**config.mk**
```make
export PLATFORM = sky130hd
export DESIGN_NAME = rd_addr_seq
export DESIGN_NICKNAME = d
export VERILOG_FILES = /design/src/rtl/rd_addr_seq_pkg.sv /design/src/rtl/rd_addr_seq_rst.sv /design/src/rtl/rd_addr_seq_pick.sv /design/src/rtl/rd_addr_seq_len.sv /design/src/rtl/rd_addr_seq.sv
export SDC_FILE = /design/constraint.sdc
export NUM_CORES = 1
export LEC_CHECK = 0
export ABC_CLOCK_PERIOD_IN_PS = 13100
export BUFFER_PORTS_ARGS = -buffer_cell sky130_fd_sc_hd__buf_4
export CORE_UTILIZATION = 55
export DETAILED_ROUTE_END_ITERATION = 10
export GPL_TIMING_DRIVEN = 0
export PLACE_DENSITY_LB_ADDON = 0.25
export SLEW_MARGIN = 20
export SYNTH_ARGS = -nofsm -noshare
export SYNTH_HDL_FRONTEND = slang
export SYNTH_SLANG_ARGS = --single-unit
```
**constraint.sdc**
```tcl
create_clock -name clk -period 13.1 [get_ports clk]
set_input_delay 2.62 -clock clk [delete_from_list [all_inputs] [get_ports clk]]
set_output_delay 2.62 -clock clk [all_outputs]
set_load 0.01 [all_outputs]
```
**src/rtl/rd_addr_seq_pkg.sv**
```systemverilog
package rd_addr_seq_pkg;
  typedef enum logic [1:0] {
    ST_IDLE = 2'd0,
    ST_RUN  = 2'd1,
    ST_FIN  = 2'd2
  } seq_state_e;

  // control word bit that selects scatter (fragment) walking
  localparam int unsigned MODE_BIT  = 18;
  // bit index of the data-error flag for channel 0
  localparam int unsigned ERR_BASE  = 12;
  // stride field is coded in 16-byte units
  localparam int unsigned STRIDE_SH = 4;
endpackage

```
**src/rtl/rd_addr_seq_rst.sv**
```systemverilog
module rd_addr_seq_rst #(
  parameter int unsigned STAGES = 2
) (
  input  logic clk,
  input  logic rst_n,
  output logic rst_sync_n
);
  logic [STAGES-1:0] sync_q;

  always_ff @(posedge clk or negedge rst_n) begin
    if (!rst_n) sync_q <= '0;
    else        sync_q <= {sync_q[STAGES-2:0], 1'b1};
  end

  assign rst_sync_n = sync_q[STAGES-1];
endmodule

```
**src/rtl/rd_addr_seq_pick.sv**
```systemverilog
module rd_addr_seq_pick #(
  parameter int unsigned FRAG_N = 5,
  parameter int unsigned LOW_AW = 32,
  parameter int unsigned EXT_W  = 12,
  parameter int unsigned IDX_W  = 3,
  localparam int unsigned EXT_WORDS = FRAG_N / 2 + 1,
  localparam int unsigned AW        = EXT_W + LOW_AW
) (
  input  logic [FRAG_N*LOW_AW-1:0] src_flat_i,
  input  logic [EXT_WORDS*32-1:0]  ext_flat_i,
  input  logic [IDX_W-1:0]         idx_i,
  output logic [AW-1:0]            addr_o
);
  logic [AW-1:0] cand [FRAG_N];
  logic          unused_ext_par;

  // fragment k takes its upper bits from word (k+1)/2: low half for odd k, upper half for even k
  for (genvar k = 0; k < FRAG_N; k++) begin : g_frag
    localparam int unsigned WORD = (k + 1) / 2;
    localparam int unsigned LSB  = WORD * 32 + (((k % 2) == 1) ? 0 : 16);
    assign cand[k] = {ext_flat_i[LSB +: EXT_W], src_flat_i[k*LOW_AW +: LOW_AW]};
  end

  always_comb begin
    addr_o = '0;
    for (int k = 0; k < FRAG_N; k++) begin
      if (idx_i == IDX_W'(k)) addr_o = cand[k];
    end
  end

  assign unused_ext_par = ^ext_flat_i;
endmodule

```
**src/rtl/rd_addr_seq_len.sv**
```systemverilog
module rd_addr_seq_len #(
  parameter int unsigned LEN_W  = 18,
  parameter int unsigned PAGE_W = 12,
  parameter int unsigned RW     = 33,
  parameter int unsigned IDX_W  = 3,
  parameter int unsigned FRAG_N = 5
) (
  input  logic              frag_mode_i,
  input  logic [PAGE_W-1:0] addr_lo_i,
  input  logic [LEN_W-1:0]  line_len_i,
  input  logic [RW-1:0]     remain_i,
  input  logic [IDX_W-1:0]  idx_i,
  output logic [LEN_W-1:0]  cur_len_o,
  output logic [RW-1:0]     remain_nx_o,
  output logic              last_o
);
  localparam logic [LEN_W-1:0] PAGE_BYTES = LEN_W'(1) << PAGE_W;

  logic [LEN_W-1:0] page_left;
  logic             covered;
  logic             out_of_frags;

  assign page_left   = PAGE_BYTES - LEN_W'(addr_lo_i);
  assign cur_len_o   = frag_mode_i ? page_left : line_len_i;
  assign remain_nx_o = remain_i - RW'(cur_len_o);
  // remaining count is two's complement: zero or negative ends the walk
  assign covered      = remain_nx_o[RW-1] || (remain_nx_o == '0);
  assign out_of_frags = frag_mode_i && (idx_i == IDX_W'(FRAG_N - 1));
  assign last_o       = covered || out_of_frags;
endmodule

```
**src/rtl/rd_addr_seq.sv**
```systemverilog
module rd_addr_seq
  import rd_addr_seq_pkg::*;
#(
  parameter int unsigned FRAG_N     = 5,
  parameter int unsigned LOW_AW     = 32,
  parameter int unsigned EXT_W      = 12,
  parameter int unsigned LINE_LEN_W = 18,
  parameter int unsigned PAGE_W     = 12,
  parameter int unsigned CNT_W      = 32,
  parameter int unsigned FLAG_W     = 32,
  parameter int unsigned CHAN_IDX   = 0,
  localparam int unsigned AW        = EXT_W + LOW_AW,
  localparam int unsigned EXT_WORDS = FRAG_N / 2 + 1,
  localparam int unsigned IDX_W     = $clog2(FRAG_N + 1),
  localparam int unsigned RW        = CNT_W + 1
) (
  input  logic                      clk,
  input  logic                      rst_n,
  input  logic                      start_i,
  input  logic [31:0]               ctrl_i,
  input  logic [CNT_W-1:0]          xfer_size_i,
  input  logic [31:0]               line_word_i,
  input  logic [FRAG_N*LOW_AW-1:0]  src_addr_i,
  input  logic [EXT_WORDS*32-1:0]   ext_word_i,
  output logic                      req_valid_o,
  input  logic                      req_ready_i,
  output logic [AW-1:0]             req_addr_o,
  output logic [LINE_LEN_W-1:0]     req_len_o,
  input  logic                      rd_err_i,
  output logic                      busy_o,
  output logic                      done_o,
  output logic [CNT_W-1:0]          done_bytes_o,
  output logic [FLAG_W-1:0]         err_flags_o
);
  localparam logic [FLAG_W-1:0] ERR_MASK = FLAG_W'(1) << (ERR_BASE + CHAN_IDX);

  logic rst_int_n;

  seq_state_e                state_q, state_d;
  logic                      mode_q, mode_d;
  logic [RW-1:0]             remain_q, remain_d;
  logic [CNT_W-1:0]          total_q, total_d;
  logic [AW-1:0]             addr_q, addr_d;
  logic [LINE_LEN_W-1:0]     line_q, line_d;
  logic [AW-1:0]             stride_q, stride_d;
  logic [IDX_W-1:0]          idx_q, idx_d;
  logic [FRAG_N*LOW_AW-1:0]  src_q, src_d;
  logic [EXT_WORDS*32-1:0]   ext_q, ext_d;
  logic [FLAG_W-1:0]         err_q, err_d;

  logic [AW-1:0]             first_addr;
  logic [AW-1:0]             next_frag_addr;
  logic [IDX_W-1:0]          idx_inc;
  logic [LINE_LEN_W-1:0]     cur_len;
  logic [RW-1:0]             remain_nx;
  logic                      last_req;
  logic                      empty_walk;
  logic                      accept;
  logic                      unused_ctrl_par;

  rd_addr_seq_rst #(.STAGES(2)) u_rst (
    .clk        (clk),
    .rst_n      (rst_n),
    .rst_sync_n (rst_int_n)
  );

  // fragment 0 address straight from the inputs, used at load time
  rd_addr_seq_pick #(
    .FRAG_N(FRAG_N), .LOW_AW(LOW_AW), .EXT_W(EXT_W), .IDX_W(IDX_W)
  ) u_pick_first (
    .src_flat_i (src_addr_i),
    .ext_flat_i (ext_word_i),
    .idx_i      ('0),
    .addr_o     (first_addr)
  );

  assign idx_inc = idx_q + IDX_W'(1);

  // following fragment address from the captured fields
  rd_addr_seq_pick #(
    .FRAG_N(FRAG_N), .LOW_AW(LOW_AW), .EXT_W(EXT_W), .IDX_W(IDX_W)
  ) u_pick_next (
    .src_flat_i (src_q),
    .ext_flat_i (ext_q),
    .idx_i      (idx_inc),
    .addr_o     (next_frag_addr)
  );

  rd_addr_seq_len #(
    .LEN_W(LINE_LEN_W), .PAGE_W(PAGE_W), .RW(RW), .IDX_W(IDX_W), .FRAG_N(FRAG_N)
  ) u_len (
    .frag_mode_i (mode_q),
    .addr_lo_i   (addr_q[PAGE_W-1:0]),
    .line_len_i  (line_q),
    .remain_i    (remain_q),
    .idx_i       (idx_q),
    .cur_len_o   (cur_len),
    .remain_nx_o (remain_nx),
    .last_o      (last_req)
  );

  assign empty_walk = (xfer_size_i == '0) ||
                      (!ctrl_i[MODE_BIT] && (line_word_i[LINE_LEN_W-1:0] == '0));
  assign accept     = (state_q == ST_RUN) && req_ready_i && !rd_err_i;

  // next-state logic
  always_comb begin
    state_d  = state_q;
    mode_d   = mode_q;
    remain_d = remain_q;
    total_d  = total_q;
    addr_d   = addr_q;
    line_d   = line_q;
    stride_d = stride_q;
    idx_d    = idx_q;
    src_d    = src_q;
    ext_d    = ext_q;
    err_d    = err_q;
    unique case (state_q)
      ST_IDLE: begin
        if (start_i) begin
          mode_d   = ctrl_i[MODE_BIT];
          remain_d = RW'(xfer_size_i);
          total_d  = '0;
          addr_d   = first_addr;
          line_d   = line_word_i[LINE_LEN_W-1:0];
          stride_d = AW'(line_word_i[31:LINE_LEN_W]) << STRIDE_SH;
          idx_d    = '0;
          src_d    = src_addr_i;
          ext_d    = ext_word_i;
          err_d    = '0;
          state_d  = empty_walk ? ST_FIN : ST_RUN;
        end
      end
      ST_RUN: begin
        if (rd_err_i) begin
          err_d   = ERR_MASK;
          state_d = ST_FIN;
        end else if (req_ready_i) begin
          total_d  = total_q + CNT_W'(cur_len);
          remain_d = remain_nx;
          if (mode_q) begin
            idx_d  = idx_inc;
            addr_d = next_frag_addr;
          end else begin
            addr_d = addr_q + stride_q;
          end
          if (last_req) state_d = ST_FIN;
        end
      end
      default: state_d = ST_IDLE;
    endcase
  end

  // state registers
  always_ff @(posedge clk or negedge rst_int_n) begin
    if (!rst_int_n) begin
      state_q  <= ST_IDLE;
      mode_q   <= 1'b0;
      remain_q <= '0;
      total_q  <= '0;
      addr_q   <= '0;
      line_q   <= '0;
      stride_q <= '0;
      idx_q    <= '0;
      src_q    <= '0;
      ext_q    <= '0;
      err_q    <= '0;
    end else begin
      state_q  <= state_d;
      mode_q   <= mode_d;
      remain_q <= remain_d;
      total_q  <= total_d;
      addr_q   <= addr_d;
      line_q   <= line_d;
      stride_q <= stride_d;
      idx_q    <= idx_d;
      src_q    <= src_d;
      ext_q    <= ext_d;
      err_q    <= err_d;
    end
  end

  assign req_valid_o  = (state_q == ST_RUN);
  assign req_addr_o   = addr_q;
  assign req_len_o    = cur_len;
  assign busy_o       = (state_q != ST_IDLE);
  assign done_o       = (state_q == ST_FIN);
  assign done_bytes_o = total_q;
  assign err_flags_o  = err_q;

  assign unused_ctrl_par = ^ctrl_i;


  req_hold_chk: assert property (@(posedge clk) disable iff (!rst_int_n)
    (req_valid_o && !req_ready_i && !rd_err_i) |=>
      (req_valid_o && $stable(req_addr_o) && $stable(req_len_o)));


  done_quiet_chk: assert property (@(posedge clk) disable iff (!rst_int_n)
    done_o |-> !req_valid_o);


  err_abort_chk: assert property (@(posedge clk) disable iff (!rst_int_n)
    (req_valid_o && rd_err_i) |=> (done_o && $onehot(err_flags_o)));


  frag_bound_chk: assert property (@(posedge clk) disable iff (!rst_int_n)
    (req_valid_o && mode_q) |-> (idx_q < IDX_W'(FRAG_N)));


  stop_on_last_chk: assert property (@(posedge clk) disable iff (!rst_int_n)
    (accept && last_req) |=> (done_o && !req_valid_o));
endmodule

```
## After elaboration in Yosys (flattened, before gate mapping)

Cells that the tools add are included.

- Bits in registers: 433
- Bits of input ports: 357
- Output and inout port bits: 129
- Logic and storage cells: 81

- Add/subtract/negate cells: 5
- Equal/unequal tests: 14
- Muxes and demuxes: 32
- Reductions and logical operators: 18

Operators by type and width:

| operator | count |
|---|---|
| $mux 44 | 9 |
| $mux 32 | 4 |
| $pmux 32 s2 | 2 |
| $mux 33 | 3 |
| $pmux 44 s2 | 1 |
| $pmux 33 s2 | 1 |
| $add 44x18->44 | 1 |
| $logic_not 33->1 | 1 |
| $sub 33x18->33 | 1 |
| $add 32x18->32 | 1 |
| $logic_not 32->1 | 1 |
| $logic_not 18->1 | 1 |
| $mux 18 | 1 |
| $sub 13x12->14 const A | 1 |
| $mux 3 | 4 |
| $mux 2 | 5 |
| $eq 3x2->1 const B | 2 |
| $eq 3x3->1 const B | 2 |
| $ne 2x1->1 const B | 3 |
| $ne 3x1->1 const B | 2 |
| $pmux 3 s2 | 1 |
| $reduce_and 3->1 | 2 |
| $reduce_and 5->1 | 1 |
| $ne 2x2->1 const B | 2 |
| other kinds (13) | 17 |

## Logic depth before layout (Yosys ltp)

- Depth after elaboration: 11
- Mapped depth: 20
- Gate-level depth less buffers: 20

## Modules after synthesis

Synthesis repeated with hierarchy kept, for this count alone.

- Cells, all modules: 2,915
- Area total of the unflattened synthesis: 23,841.6 um^2

Modules (own cells, without submodules):

| module | instances | cells each | area each (um^2) | sequential area each (um^2) |
|---|---|---|---|---|
| rd_addr_seq | 1 | 2,100 | 18,365.1 | 10,109.7 |
| rd_addr_seq_pick | 2 | 259 | 1,714.1 | 0.0 |
| rd_addr_seq_len | 1 | 294 | 1,994.4 | 0.0 |
| rd_addr_seq_rst | 1 | 3 | 53.8 | 50.0 |

## Least setup slack after synthesis

No wires, ideal clock.

- Kind: reg2reg
- Start: register mode_q
- End: register total_q[10] (netlist: done_bytes_o[10])
- Arrival: 4,734 ps
- Path slack: 8,249 ps
- Cell stages (with the launch flop): 20
- Cells stage by stage: dfrtp_1 > clkbuf_1 > buf_1 > clkbuf_1 > mux2_2 > ha_1 > inv_1 > fa_1 > nor2b_1 > nor3_1 > o21bai_1 > maj3_1 > maj3_1 > maj3_1 > maj3_1 > maj3_1 > xnor2_1 > o21ai_0 > nand2_1 > nand2_1

- Longest elaborated chain between the ends: 5

RTL lines:

| item | line | RTL |
|---|---|---|
| start: declaration | rd_addr_seq.sv:40 | `logic mode_q, mode_d;` |
| start signal: assignment | rd_addr_seq.sv:171 | `mode_q <= mode_d;` |
| $mux 18 | rd_addr_seq_len.sv:24 | `assign cur_len_o = frag_mode_i ? page_left : line_len_i;` |
| named net req_len_o[0] | rd_addr_seq.sv:28 | `output logic [LINE_LEN_W-1:0] req_len_o,` |
| $add 32x18->32 | rd_addr_seq.sv:140 | `total_d = total_q + CNT_W'(cur_len);` |
| $mux 32 | rd_addr_seq.sv:139 | `end else if (req_ready_i) begin` |
| $mux 32 | rd_addr_seq.sv:136 | `if (rd_err_i) begin` |
| $pmux 32 s2 | rd_addr_seq.sv:119 | `unique case (state_q)` |
| end signal: assignment | rd_addr_seq.sv:173 | `total_q <= total_d;` |
| end: declaration | rd_addr_seq.sv:42 | `logic [CNT_W-1:0] total_q, total_d;` |

The timed path passes the listed nets, and every way through them passes these cells. The select of a mux whose other input is x is not followed.
A chain may end at the register's enable or synchronous reset.

## Worst setup path in the final report

- Start: register mode_q
- End: register total_q[20] (netlist: done_bytes_o[20])

- Longest elaborated chain between the ends: 5

RTL lines:

| item | line |
|---|---|
| $mux 18 | rd_addr_seq_len.sv:24 |
| $add 32x18->32 | rd_addr_seq.sv:140 |
| $mux 32 | rd_addr_seq.sv:139 |
| $mux 32 | rd_addr_seq.sv:136 |
| $pmux 32 s2 | rd_addr_seq.sv:119 |

No other way between the ends. The select of a mux whose other input is x is not followed.

==> metrics.txt <==
clock buffer depth=3; # setup viols final=0; CTS root buffer=clkbuf_16; clk slew on worst S/H paths=60 ps; crit path DAT=7130 ps; # rows=71; crit path kind=flop to flop; DR vias=23.1k; unrepaired setup endpoints after global routing=no; number of synthesized flops with an enable pin=0; final hold violations=0; worst-case vdd ir drop=0.174 mV; final core occ=0.698; layout cell share with drive strength beyond 1=0.166; Post-CTS Setup Repair Bufs=0; Synth-to-Final Area Change=24.5%; Iter 0 DRT Violations=2601; Async S/R FF share, synth=1.00; CTS resizes=0; GP Congestion=1.05; area share of the largest cell type after synthesis=0.436; Port Buffer Count=387; cts hold-fix bufs=0; Cells after DPL=3642; die height=198 um; Post-DRT Antenna Nets=0; Worst slew margin=0.192; Worst setup EP type=flop; residual DRC count=0; post-detail-place hpwl=69500 um; Synth warnings=0; register area share after synthesis=0.436; full die area=39400 um^2; number of max-slew violations in the final report=0; leading area contributor after synthesis=dfrtp_1; multi-input logic area=11000 um^2; sequential cell area=9260 um^2; Tmin final=6700 ps; largest cells by area after synthesis=dfrtp_1, nand2_1, o21ai_0, a21oi_1, clkbuf_1; vias in the first global route=22.4k; status=completed; Placeable Area=37800 um^2; worst hold path type=flop to asynchronous set/reset pin; cts bufs inserted=40; CTS tree=built; vias per inst=6.20; initial antenna violation count=1; Avg Inst Size Synth=7.84 um^2; synthesized flop and latch total=370; First-pass DRT Iterations=6; critical-path maximum fanout=10; CP required=13530 ps; Clock Skew=21.1 ps; Congestion Overflow GR=0; cells after synthesis=2707; PwrDens=287 nW/um^2; die width=198 um; Tcrit/Tclk final=0.512; non-filler cells, final=3716; nets=3576; Post-synth top cells=nand2_1, dfrtp_1, o21ai_0; Max Cap Violations=0; startpoint type of the worst setup path=flop; leakage=12.8 nW; first-pass GRT wire length=133000 um; Synth cell types=89; clock sinks=370; Fill cells=3033; Post-Syn Area=21200 um^2; Max Clock Freq=149 MHz; H-tree Lvls=2; WL final=90600 um; Least-Margin Pin Slew=1200 ps; largest net degree at the start of global routing=58; total track usage=0.458; WL/cell=24.4 um; Initial Utilization=0.561; clk_lat worst skew=580 ps; most used standard cell by instance count after synthesis=nand2_1; Top FF cell, synth=dfrtp_1; I/O pins=486
final timing paths:
check                                   endpoint  slack (ps)       startpoint  depth (start not counted)
min in group clk                 u_rst.sync_q[1]         360  u_rst.sync_q[0]                          0
worst min-delay path                   src_q[44]         290  u_rst.sync_q[1]                          0
worst min register to register         src_q[44]         290  u_rst.sync_q[1]                          0
worst max register to register  done_bytes_o[20]        6400           mode_q                         20
max in group asynchronous        u_rst.sync_q[1]       11180            rst_n                          1
worst max-delay path            done_bytes_o[20]        6400           mode_q                         20
placed cells by master (no fill, tap or decap), drive strengths merged, types with 24 or more instances in the layout:
cell,synthesis,layout
o21ai,194,194
conb,2,32
nor2,148,148
nor3,27,27
a22oi,24,24
buf,43,437
nor4,26,26
o211ai,24,24
dfrtp,370,370
xnor2,53,53
a311oi,44,44
a21oi,129,129
nand2,970,970
nand3,81,81
inv,64,64
ha,43,43
clkbuf,151,205
critical path: stages (launching register included):
cell      delay (ps)
dfrtp_1          430
clkbuf_1         520
buf_1            500
clkbuf_1         600
mux2_2           500
ha_1             320
inv_1            100
fa_1             200
nor2b_1           70
nor3_1           200
o21bai_1         120
maj3_1           400
maj3_1           370
maj3_1           440
nand3_1          120
nand4_1          190
a41oi_1          710
clkbuf_1         410
nor3b_1          130
xnor2_1          160
nor2_1            60
per-layer routing:
layer / share of wire / global-route usage
met5: 0.00013 / 0
met4: 0.081 / 0.340
met3: 0.10 / 0.113
met2: 0.45 / 0.723
met1: 0.36 / 0.544
flip-flops by register name, indices dropped and copies added, names as in the netlist, 3 cells and up:
name	flops
done_bytes_o	32
ext_q	60
idx_q	3
line_q	18
remain_q	33
req_addr_o	44
src_q	160
stride_q	14
kinds of logic after synthesis:
| family | after synthesis | share of synthesized area |
|---|---|---|
| XOR/XNOR | 72 | 0.0301 |
| buffers and inverters | 258 | 0.0520 |
| AO/OA/AOI/OAI | 564 | 0.171 |
| AND/OR/NAND/NOR | 1365 | 0.267 |
| flip-flops | 370 | 0.436 |
| adder cells (fa/ha/maj) | 64 | 0.0369 |
| multiplexers | 12 | 0.00602 |
| other | 2 | 0.000354 |
power by group:
| part | internal [mW] | total, mW | switching, mW |
|---|---|---|---|
| clock | 0.686 | 1.20 | 0.509 |
| sequential | 1.67 | 2.15 | 0.483 |
| combinational | 1.44 | 4.22 | 2.77 |
| total | 3.80 | 7.57 | 3.77 |
area by class of cell:
class                   instances  area share
diodes                          1   0.0000948
plain buffers                 194      0.0326
clock buffers                  54      0.0442
clock inverters                19     0.00696
inverters                      64     0.00919
multi-input cells            2109       0.415
flip-flops and latches        370       0.351
well taps                     511      0.0242
repair buffers                394       0.117
per-stage QoR:
stage / hold WS (ps) / power (mW) / worst slack (ps) / cell area [um^2] / setup TNS [ps]
after CTS: 301 / 7.38 / 6560 / 26400 / 0
after detailed placement: 294 / 6.17 / 6620 / 25100 / 0
final: 290 / 7.57 / 6400 / 26400 / 0
after global routing: 325 / 7.93 / 6120 / 26400 / 0
after global placement: 339 / 6.05 / -2110 / 24900 / -763730
after floorplan: 331 / 4.60 / 2020 / 21300 / 0
Note: power is estimated with default switching activity, not from simulation.
